--- src/rtl/irq_agg_pkg.sv ---
package irq_agg_pkg;

    localparam int unsigned REG_AW = 12;
    localparam int unsigned REG_DW = 32;

    localparam logic [REG_AW-1:0] TOP_EN_ADDR = 12'h180;
    localparam logic [REG_AW-1:0] TOP_ST_ADDR = 12'h184;
    localparam logic [REG_AW-1:0] SET_GATE_ADDR = 12'h190;
    localparam logic [REG_AW-1:0] BANK_BASE = 12'hC00;
    localparam int unsigned BANK_STRIDE = 16;

    localparam int unsigned SUM_LSB = 8;
    localparam int unsigned INTX_LSB = 24;
    localparam int unsigned NUM_INTX = 4;
    localparam int unsigned EVT_LSB = 28;
    localparam int unsigned NUM_EVT = 3;

    typedef enum logic [1:0] {
        FLD_MSGADDR = 2'd0,
        FLD_STATUS = 2'd1,
        FLD_ENABLE = 2'd2,
        FLD_NONE = 2'd3
    } bank_fld_e;

    typedef struct packed {
        logic hit;
        logic [3:0] idx;
        bank_fld_e fld;
    } bank_sel_t;

    function automatic bank_sel_t decode_bank(input logic [REG_AW-1:0] a, input int unsigned nsets);
        bank_sel_t r;
        logic [REG_AW-1:0] off;
        off = a - BANK_BASE;
        r.idx = off[7:4];
        case (off[3:0])
            4'h0: r.fld = FLD_MSGADDR;
            4'h4: r.fld = FLD_STATUS;
            4'h8: r.fld = FLD_ENABLE;
            default: r.fld = FLD_NONE;
        endcase
        r.hit = (a >= BANK_BASE) && (32'(off) < nsets * BANK_STRIDE) && (r.fld != FLD_NONE);
        return r;
    endfunction

endpackage

--- src/rtl/msi_set_bank.sv ---
module msi_set_bank
    import irq_agg_pkg::*;
#(
    parameter int unsigned VEC_PER_SET = 32,
    localparam int unsigned BIT_W = $clog2(VEC_PER_SET)
) (
    input  logic                   clk,
    input  logic                   rst,
    input  logic                   wr_en,
    input  bank_fld_e              fld,
    input  logic [REG_DW-1:0]      wdata,
    input  logic                   hit,
    input  logic [BIT_W-1:0]       hit_bit,
    output logic [REG_DW-1:0]      msg_addr,
    output logic [VEC_PER_SET-1:0] status,
    output logic [VEC_PER_SET-1:0] enable,
    output logic                   pending
);

    logic [VEC_PER_SET-1:0] clr_mask;
    logic [VEC_PER_SET-1:0] set_mask;
    logic [VEC_PER_SET-1:0] status_nxt;

    always_comb begin
        clr_mask = (wr_en && fld == FLD_STATUS) ? wdata[VEC_PER_SET-1:0] : '0;
        set_mask = hit ? (VEC_PER_SET'(1) << hit_bit) : '0;
        // a new message outranks a simultaneous clear
        status_nxt = (status & ~clr_mask) | set_mask;
    end

    always_ff @(posedge clk) begin
        if (rst) begin
            msg_addr <= '0;
            status   <= '0;
            enable   <= '0;
        end else begin
            if (wr_en && fld == FLD_MSGADDR) msg_addr <= wdata;
            if (wr_en && fld == FLD_ENABLE) enable <= wdata[VEC_PER_SET-1:0];
            status <= status_nxt;
        end
    end

    assign pending = |(status & enable);

endmodule

--- src/rtl/top_irq_ctrl.sv ---
module top_irq_ctrl
    import irq_agg_pkg::*;
#(
    parameter int unsigned NUM_SETS = 8
) (
    input  logic                clk,
    input  logic                rst,
    input  logic                wr_en,
    input  logic [REG_DW-1:0]   wdata,
    input  logic                en_sel,
    input  logic                st_sel,
    input  logic                gate_sel,
    input  logic [NUM_SETS-1:0] bank_pend,
    input  logic                intx_valid,
    input  logic                intx_assert,
    input  logic [1:0]          intx_line,
    input  logic [NUM_EVT-1:0]  evt_pulse,
    output logic [REG_DW-1:0]   top_en,
    output logic [REG_DW-1:0]   top_st,
    output logic [NUM_SETS-1:0] set_gate,
    output logic [NUM_INTX-1:0] intx_lvl,
    output logic                irq
);

    localparam logic [REG_DW-1:0] WR_MASK =
        ((REG_DW'(1) << NUM_SETS) - REG_DW'(1)) << SUM_LSB |
        ((REG_DW'(1) << NUM_INTX) - REG_DW'(1)) << INTX_LSB |
        ((REG_DW'(1) << NUM_EVT) - REG_DW'(1)) << EVT_LSB;

    logic [REG_DW-1:0]   clr;
    logic [REG_DW-1:0]   st_nxt;
    logic [NUM_SETS-1:0] gated;

    always_comb begin
        clr    = (wr_en && st_sel) ? wdata : '0;
        gated  = bank_pend & set_gate;
        st_nxt = '0;
        st_nxt[SUM_LSB +: NUM_SETS] = (top_st[SUM_LSB +: NUM_SETS] & ~clr[SUM_LSB +: NUM_SETS]) | gated;
        // an asserted level blocks its own clear
        st_nxt[INTX_LSB +: NUM_INTX] = (top_st[INTX_LSB +: NUM_INTX] & ~(clr[INTX_LSB +: NUM_INTX] & ~intx_lvl))
                                       | intx_lvl;
        st_nxt[EVT_LSB +: NUM_EVT] = (top_st[EVT_LSB +: NUM_EVT] & ~clr[EVT_LSB +: NUM_EVT]) | evt_pulse;
    end

    always_ff @(posedge clk) begin
        if (rst) begin
            top_en   <= '0;
            top_st   <= '0;
            set_gate <= '0;
            intx_lvl <= '0;
        end else begin
            if (wr_en && en_sel) top_en <= wdata & WR_MASK;
            if (wr_en && gate_sel) set_gate <= wdata[NUM_SETS-1:0];
            if (intx_valid) intx_lvl[intx_line] <= intx_assert;
            top_st <= st_nxt;
        end
    end

    assign irq = |(top_st & top_en);

endmodule

--- src/rtl/irq_bank_agg.sv ---
module irq_bank_agg
    import irq_agg_pkg::*;
#(
    parameter int unsigned NUM_SETS = 8,
    parameter int unsigned VEC_PER_SET = 32,
    localparam int unsigned BIT_W = $clog2(VEC_PER_SET),
    localparam int unsigned SET_W = $clog2(NUM_SETS),
    localparam int unsigned VEC_W = BIT_W + SET_W
) (
    input  logic              clk,
    input  logic              rst,
    input  logic              reg_wr,
    input  logic              reg_rd,
    input  logic [REG_AW-1:0] reg_addr,
    input  logic [REG_DW-1:0] reg_wdata,
    output logic [REG_DW-1:0] reg_rdata,
    input  logic              msi_valid,
    input  logic [REG_DW-1:0] msi_addr,
    input  logic [VEC_W-1:0]  msi_data,
    input  logic              intx_valid,
    input  logic              intx_assert,
    input  logic [1:0]        intx_line,
    input  logic [NUM_EVT-1:0] evt_pulse,
    output logic              irq_out
);

    bank_sel_t sel;
    logic [SET_W-1:0] msi_set;
    logic [BIT_W-1:0] msi_bit;
    logic             msi_accept;

    logic [REG_DW-1:0]      bank_addr [NUM_SETS];
    logic [VEC_PER_SET-1:0] bank_st   [NUM_SETS];
    logic [VEC_PER_SET-1:0] bank_en   [NUM_SETS];
    logic [NUM_SETS-1:0]    bank_pend;

    logic [REG_DW-1:0]           top_en;
    logic [REG_DW-1:0]           top_st;
    logic [NUM_SETS-1:0]         set_gate;
    logic [NUM_INTX-1:0]         intx_lvl;
    logic [NUM_SETS*REG_DW-1:0]  addr_flat;
    logic [NUM_SETS*VEC_PER_SET-1:0] st_flat;
    logic [REG_DW-1:0]           rd_val;

    assign sel        = decode_bank(reg_addr, NUM_SETS);
    assign msi_set    = msi_data[VEC_W-1:BIT_W];
    assign msi_bit    = msi_data[BIT_W-1:0];
    assign msi_accept = msi_valid && (msi_addr == bank_addr[msi_set]);

    for (genvar s = 0; s < NUM_SETS; s++) begin : g_bank
        msi_set_bank #(.VEC_PER_SET(VEC_PER_SET)) u_bank (
            .clk      (clk),
            .rst      (rst),
            .wr_en    (reg_wr && sel.hit && sel.idx == 4'(s)),
            .fld      (sel.fld),
            .wdata    (reg_wdata),
            .hit      (msi_accept && msi_set == SET_W'(s)),
            .hit_bit  (msi_bit),
            .msg_addr (bank_addr[s]),
            .status   (bank_st[s]),
            .enable   (bank_en[s]),
            .pending  (bank_pend[s])
        );
        assign addr_flat[s*REG_DW +: REG_DW] = bank_addr[s];
        assign st_flat[s*VEC_PER_SET +: VEC_PER_SET] = bank_st[s];
    end

    top_irq_ctrl #(.NUM_SETS(NUM_SETS)) u_top (
        .clk        (clk),
        .rst        (rst),
        .wr_en      (reg_wr),
        .wdata      (reg_wdata),
        .en_sel     (reg_addr == TOP_EN_ADDR),
        .st_sel     (reg_addr == TOP_ST_ADDR),
        .gate_sel   (reg_addr == SET_GATE_ADDR),
        .bank_pend  (bank_pend),
        .intx_valid (intx_valid),
        .intx_assert(intx_assert),
        .intx_line  (intx_line),
        .evt_pulse  (evt_pulse),
        .top_en     (top_en),
        .top_st     (top_st),
        .set_gate   (set_gate),
        .intx_lvl   (intx_lvl),
        .irq        (irq_out)
    );

    always_comb begin
        rd_val = '0;
        if (reg_addr == TOP_EN_ADDR) rd_val = top_en;
        else if (reg_addr == TOP_ST_ADDR) rd_val = top_st;
        else if (reg_addr == SET_GATE_ADDR) rd_val = REG_DW'(set_gate);
        else if (sel.hit) begin
            case (sel.fld)
                FLD_MSGADDR: rd_val = bank_addr[sel.idx[SET_W-1:0]];
                FLD_STATUS:  rd_val = REG_DW'(bank_st[sel.idx[SET_W-1:0]]);
                FLD_ENABLE:  rd_val = REG_DW'(bank_en[sel.idx[SET_W-1:0]]);
                default:     rd_val = '0;
            endcase
        end
    end

    always_ff @(posedge clk) begin
        if (rst) reg_rdata <= '0;
        else if (reg_rd) reg_rdata <= rd_val;
    end

endmodule

--- config.mk ---
export PLATFORM = sky130hd
export DESIGN_NAME = irq_bank_agg
export DESIGN_NICKNAME = d
export VERILOG_FILES = /design/src/rtl/irq_agg_pkg.sv /design/src/rtl/msi_set_bank.sv /design/src/rtl/top_irq_ctrl.sv /design/src/rtl/irq_bank_agg.sv
export SDC_FILE = /design/constraint.sdc
export NUM_CORES = 2
export LEC_CHECK = 0
export ABC_CLOCK_PERIOD_IN_PS = 7100
export BUFFER_PORTS_ARGS = -buffer_cell sky130_fd_sc_hd__clkbuf_2
export CORE_ASPECT_RATIO = 0.7
export CORE_MARGIN = 1.5
export CORE_UTILIZATION = 61
export DETAILED_ROUTE_END_ITERATION = 8
export PLACE_DENSITY = 0.76
export SLEW_MARGIN = 10
export SYNTH_ARGS = -nofsm -noshare
export SYNTH_HDL_FRONTEND = slang
export SYNTH_SLANG_ARGS = --single-unit
--- constraint.sdc ---
create_clock -name clk -period 7.1 [get_ports clk]
set_input_delay 1.42 -clock clk [delete_from_list [all_inputs] [get_ports clk]]
set_output_delay 1.42 -clock clk [all_outputs]
set_load 0.01 [all_outputs]
Word-level counts from Yosys, hierarchy flattened

Index checks and enable logic that the tools add are counted.

Register bits after elaboration: 859
Latch bits: 0
RAM bits: 0
Memory bits (read-only): 0
Input bits: 96
Output and inout bits: 33
Logic and storage cells: 207
Memories: 0

Add/sub/neg operators: 1
Multiply operators: 0
Divide/modulo/power cells: 0
Magnitude comparators: 6
Equality and inequality tests: 23
Shift-type cells: 1
Mux-type cells: 38
Bitwise operators: 47
Reductions and logical operators: 61

Operators by type and width:

| kind                                                       | count |
|---|---|
| two-way mux 32 bit                                         | 28 |
| AND 32 bit                                                 | 16 |
| binary-select mux 32 bit (select 3 bit)                    | 4 |
| OR reduction 32 bit                                        | 9 |
| inverter 32 bit                                            | 8 |
| bitwise OR 32 bit                                          | 8 |
| case mux 32 bit (3 select lines)                           | 1 |
| logical AND 1 bit                                          | 48 |
| equality test 12 x 9 -> 1 bit (second input constant)      | 3 |
| AND 32 x 31 -> 32 bit                                      | 1 |
| equality test 32 bit                                       | 1 |
| left shift 1 x 5 -> 32 bit (first input constant)          | 1 |
| two-way mux 31 bit                                         | 1 |
| equality test 4 x 3 -> 1 bit (second input constant)       | 5 |
| AND 8 bit                                                  | 2 |
| equality test 3 bit (second input constant)                | 4 |
| greater-or-equal comparator 12 bit (second input constant) | 1 |
| < comparator 12 x 8 -> 1 bit (second input constant)       | 1 |
| subtractor 12 bit (second input constant)                  | 1 |
| AND 4 bit                                                  | 2 |
| equality test 4 x 2 -> 1 bit (second input constant)       | 2 |
| greater-or-equal comparator 4 bit (second input constant)  | 2 |
| zero test 4 bit                                            | 2 |
| inverter 3 -> 4 bit                                        | 2 |
| 22 further kinds                                           | 24 |

Depth between registers and ports, before layout

Depth in word-level cells: 12
Mapped depth: 14
Mapped depth without buffers: 7

Hierarchy

A second synthesis with hierarchy kept.

Cell total of the unflattened synthesis: 5116
Area total of the unflattened synthesis: 42548.3 sq um

Modules (own cells, without submodules):

| module       | times used | cells an instance | area an instance (sq um) | seq. area each (sq um) |
|---|---|---|---|---|
| msi_set_bank | 8          | 491               | 3793.6                   | 1921.8 |
| irq_bank_agg | 1          | 960               | 10288.6                  | 640.6 |
| top_irq_ctrl | 1          | 228               | 1910.6                   | 840.8 |

Least setup slack after synthesis

No wires, ideal clock.

Path kind: in2reg
Start point: input msi_data[6]
End point: register g_bank[2].u_bank.status[0]
Library setup time: 0.084 ns
Arrival: 3.762 ns
Required time: 7.016 ns
Path slack: 3.254 ns
Stages on the path: 12
Buffers on the path: 6
Path through: buf_2 > buf_6 > buf_2 > mux4_2 > mux2i_1 > xor2_1 > nand4_1 > or4_1 > buf_2 > buf_6 > buf_2 > o31ai_2

Cells in the longest elaborated chain, start to end: 9
Elaborated cells between the ends (all ways): 10
Classes of those cells: 2 x eq/ne; 4 x mux; 2 x bitwise; 2 x reduce/logical

Ends and longest elaborated chain:

| item                                                   | line               | source |
|---|---|---|
| start: declaration                                     | irq_bank_agg.sv:19 | `input logic [VEC_W-1:0] msi_data,` |
| inverter 3 -> 4 bit (implied by the code)              | irq_bank_agg.sv:48 | `assign msi_accept = msi_valid && (msi_addr == bank_addr[msi_set]);` |
| binary-select mux 32 bit (select 3 bit)                | irq_bank_agg.sv:48 |  |
| two-way mux 32 bit (implied by the code) (2 in series) | irq_bank_agg.sv:48 |  |
| equality test 32 bit                                   | irq_bank_agg.sv:48 |  |
| logical AND 1 bit                                      | irq_bank_agg.sv:48 |  |
| logical AND 1 bit *                                    | irq_bank_agg.sv:57 | `.hit (msi_accept && msi_set == SET_W'(s)),` |
| two-way mux 32 bit *                                   | msi_set_bank.sv:26 | `set_mask = hit ? (VEC_PER_SET'(1) << hit_bit) : '0;` |
| bitwise OR 32 bit *                                    | msi_set_bank.sv:28 | `status_nxt = (status & ~clr_mask) \| set_mask;` |
| end signal: assignment                                 | msi_set_bank.sv:39 | `status <= status_nxt;` |
| end: declaration                                       | msi_set_bank.sv:15 | `output logic [VEC_PER_SET-1:0] status,` |

Mark *: on every way between the ends. The rest lies on a longest branch, timed or not. The select of a mux whose other input is x is not followed.
A chain may end at the register's enable or synchronous reset.

Worst setup path after layout

Start point: input msi_data[5]
End point: register g_bank[0].u_bank.status[15]

Cells in the longest elaborated chain, start to end: 9
Elaborated cells between the ends (all ways): 10
Classes of those cells: 1 x eq/ne; 4 x mux; 2 x bitwise; 3 x reduce/logical

Ends and longest elaborated chain:

| item                                                   | line |
|---|---|
| inverter 3 -> 4 bit (implied by the code)              | irq_bank_agg.sv:48 |
| binary-select mux 32 bit (select 3 bit)                | irq_bank_agg.sv:48 |
| two-way mux 32 bit (implied by the code) (2 in series) | irq_bank_agg.sv:48 |
| equality test 32 bit                                   | irq_bank_agg.sv:48 |
| logical AND 1 bit                                      | irq_bank_agg.sv:48 |
| logical AND 1 bit *                                    | irq_bank_agg.sv:57 |
| two-way mux 32 bit *                                   | msi_set_bank.sv:26 |
| bitwise OR 32 bit *                                    | msi_set_bank.sv:28 |
| end signal: assignment                                 | msi_set_bank.sv:39 |
| end: declaration                                       | msi_set_bank.sv:15 |

Marked as above.

==> flow_summary.json <==
{
  "status": "finished, final reports clean",
  "core_area_um2": 71410,
  "grt_antenna_before_repair": 8,
  "grt_max_degree": 244,
  "wl_per_cell_um": 30.43,
  "yosysWarnings": 0,
  "drive_above_1_share_pct": 12.41,
  "postSynthCellCount": 5426,
  "critPathCaptureType": "flip-flop",
  "cts_resized": 0,
  "r2r_slack_ns": 3.34,
  "p_sw_share_pct": 25.35,
  "power.switching_mw": 2.557,
  "design_area_um2": 47250,
  "power_frac_seq_pct": 46.9,
  "cts.sinks": 842,
  "grt_first_pass_wirelength_um": 269100,
  "p_int_mw": 7.531,
  "clock_latency_ns": 0.70,
  "fin_nets": 5258,
  "setup_viol": 0,
  "worst-r2r-cell-count": 9,
  "path_max_fanout": 92,
  "cp.required_ns": 7.67,
  "overflow": 0,
  "crit_family": "buffers and inverters",
  "critPathArrivalTime_ns": 5.80,
  "post-place-ws_ns": 1.484,
  "timing.critical_path.buf_inv": 4,
  "syn_area_um2": 43930,
  "worst_slew_pin_slew_ns": 1.467,
  "ys.flop_type": "dfxtp_1",
  "synth_edf_count": 0,
  "finalMaxSlewViolations": 0,
  "synth_area_per_cell_um2": 8.097,
  "combPwrFrac_pct": 7.4,
  "start_util_pct": 61.53,
  "crit_chain": "clkbuf_2, buf_4, mux4_2, mux2i_1, xor2_1, nand2_1, nor4_1, nand4_1, buf_4, buf_4, o31ai_1",
  "irDropWorstVdd_mv": 0.1803,
  "async_reset_ff_share_pct": 0,
  "r2r_end": "g_bank[0].u_bank.status[15]",
  "p_clk_share_pct": 45.7,
  "rsz0062_at_grt": "no",
  "hold_depth": 2,
  "dieWidth_um": 323.8,
  "placed_area_um2": 44500,
  "ctsHoldBuffers": 0,
  "period_minus_slack_ns": 5.234,
  "track_usage_pct": 49.71,
  "h-tree-depth": 3,
  "finalNonFillerCells": 6193,
  "dr.first_iter.drc_count": 9575,
  "setup.worst_path.start_class": "input port",
  "fin_skew_ns": 0.03996,
  "power.leakage_nw": 14.43,
  "ys_ff_latch": 842,
  "min_path_type": "reg -> reg",
  "io_pins": 129,
  "drtAntennaViolNets": 0,
  "globalplace.congestion": 1.059,
  "hold_start": "reg_rdata[31]",
  "die_y_um": 227.5,
  "path_common_cell": "buf_4",
  "slowest_stage": "nor4_1",
  "area_growth_syn_to_layout_pct": 7.538,
  "clock_path_buffers": 3,
  "grt_pass1_vias": 38880,
  "path_class": "in -> reg",
  "powerDensity_nw_per_um2": 213.5,
  "finalCritPeriodShare_pct": 73.72,
  "first_pass_iters": 9,
  "drv_cap": 0,
  "maxSlewHeadroom_pct": 1.980,
  "port_buffers": 128,
  "drt-total-wl_um": 188500,
  "cts_tree": "yes",
  "post-route-drc-count": 0,
  "postCtsSetupBuffers": 0,
  "fin_ws_ns": 1.866,
  "fin_util_pct": 66.16,
  "via_per_inst": 7.238,
  "cts_root_buf": "clkbuf_16",
  "clk_pin_slew_ns": 0.07,
  "vias": 44826,
  "syn_nets": 5522,
  "final_hold_viol_count": 0,
  "cts_buffers": 81,
  "timing.fmax_ghz": 0.1911,
  "hold_end": "reg_rdata[31]",
  "synth_cell_types": 55,
  "rows": 82,
  "dp_cells": 6045,
  "yosysSeqAreaShare_pct": 38.37,
  "hpwl_um": 120300,
  "timing.rr.start": "g_bank[3].u_bank.msg_addr[1]",
  "slowest_delay_ns": 0.68,
  "dieArea_um2": 73670,
  "tns_ns": 0
}
flip-flops by register name, indices dropped and copies added, names as in the netlist:
register,flops
g_bank.u_bank.enable,256
g_bank.u_bank.msg_addr,256
u_top.set_gate,8
reg_rdata,32
u_top.intx_lvl,4
u_top.top_en,15
g_bank.u_bank.status,256
u_top.top_st,15
power groups by stage:
stage | Sequential, mW | Combinational, mW | Clock (mW)
global placement | 4.83 | 0.696 | 0
finish | 4.73 | 0.748 | 4.61
CTS | 4.73 | 0.698 | 4.57
floorplan | 4.83 | 0.463 | 0
global route | 4.72 | 0.742 | 4.77
detailed placement | 4.83 | 0.698 | 0
cells in the mapped netlist (all sizes together) (2+ instances only):
| cell type | n | area [um2] |
|---|---|---|
| or3b | 2 | 17.52 |
| nand3 | 307 | 1536 |
| mux2 | 36 | 405.4 |
| and3 | 2 | 12.51 |
| o32ai | 3 | 26.28 |
| o21ai | 47 | 235.2 |
| clkbuf | 415 | 1567 |
| nand3b | 258 | 1937 |
| and2 | 7 | 43.79 |
| dfxtp | 842 | 16860 |
| nor3 | 20 | 100.1 |
| xnor2 | 13 | 113.9 |
| mux2i | 130 | 1301 |
| o41ai | 8 | 70.07 |
| mux4 | 213 | 4797 |
| a221oi | 24 | 210.2 |
| o31ai | 257 | 2079 |
| o221ai | 6 | 52.55 |
| nor3b | 7 | 52.55 |
| inv | 5 | 18.77 |
| a21oi | 577 | 2888 |
| and3b | 3 | 26.28 |
| nand4 | 22 | 137.6 |
| nand2b | 7 | 43.79 |
| nor2 | 343 | 1287 |
| buf | 142 | 695.7 |
| o22ai | 69 | 431.7 |
| a32o | 2 | 20.02 |
| nand4b | 2 | 17.52 |
| a211oi | 12 | 95.09 |
| or3 | 4 | 25.02 |
| nor2b | 6 | 37.54 |
| or2 | 2 | 12.51 |
| nor4 | 7 | 43.79 |
| a22o | 18 | 157.7 |
| a22oi | 111 | 833.3 |
| xor2 | 16 | 140.1 |
| a21o | 3 | 22.52 |
| nand2 | 1470 | 5518 |
cell type report:
type                            count  area (um2)
Multi-Input combinational cell   4022       24960
Timing Repair Buffer              210        1458
Sequential cell                   842       16860
Inverter                            5       18.77
Clock inverter                     18       244.0
Antenna cell                        6       15.01
Tap cell                          966        1209
Clock buffer                      124        2486
Fill cell                        5981       24160
worst max-delay path by stage:
stage,slack [ns],from,cells past startpoint,end
after floorplan,3.25,msi_data[6],12,g_bank[2].u_bank.status[0]
after global placement,1.74,msi_data[5],11,g_bank[6].u_bank.status[25]
after detailed placement,1.48,msi_data[5],11,g_bank[0].u_bank.status[15]
after CTS,2.13,msi_data[5],11,g_bank[0].u_bank.status[15]
after global routing,1.91,msi_data[5],11,g_bank[3].u_bank.status[14]
final,1.87,msi_data[5],11,g_bank[0].u_bank.status[15]
layout by cell type, fill, tap and decap left out, types with 7 or more instances in the layout:
master,n
nand2_1,1464
dfxtp_1,842
a21oi_1,576
nor2_1,327
nand3_1,307
nand3b_1,258
o31ai_1,227
mux4_2,213
mux2i_1,130
clkbuf_2,123
a22oi_1,111
clkbuf_16,87
buf_4,70
o22ai_1,69
o21ai_0,47
mux2_2,35
o31ai_2,30
a221oi_1,24
nand4_1,22
clkbuf_1,20
a22o_1,18
clkbuf_8,17
xor2_1,16
xnor2_1,13
buf_12,13
nor3_1,11
a211oi_1,11
clkinv_2,11
nor3_2,9
nor2_4,8
nor2_2,8
o41ai_1,8
nand2b_1,7
nor4_1,7
nor3b_1,7
per-layer routing:
layer	routed length [um]	part of all wire (%)	global-route usage, %	vias up
met5	246	0.13	2.157	-
met4	12090	6.4	22.20	10
met3	38240	20	25.91	789
met2	69990	37	63.86	4338
met1	67910	36	67.89	21118
li1	-	-	-	18571
kinds of logic after synthesis:
kind of cell	after synthesis	share of synthesized area [%]
AND/OR/NAND/NOR	2473	24.77
AO/OA/AOI/OAI	1141	16.29
multiplexers	379	14.80
flip-flops	842	38.37
XOR/XNOR	29	0.5781
buffers and inverters	562	5.192
worst register-to-register path, delay by kind of cell, from the launching register on:
kind	cells	cell delay (ns)
AO/OA/AOI/OAI	1	0.48
XOR/XNOR	1	0.24
buffers and inverters	2	0.77
flip-flops	1	0.33
multiplexers	2	0.71
AND/OR/NAND/NOR	3	1.13
metrics by stage:
stage	total power [mW]	hold slack (ns)
3_5_place_dp	5.532	0.4539
4_1_cts	9.991	0.4626
5_1_grt	10.23	0.4869
6_report	10.09	0.4609
3_3_place_gp	5.530	0.4449
2_1_floorplan	5.296	0.4361
Note: power is estimated with default switching activity, not from simulation.
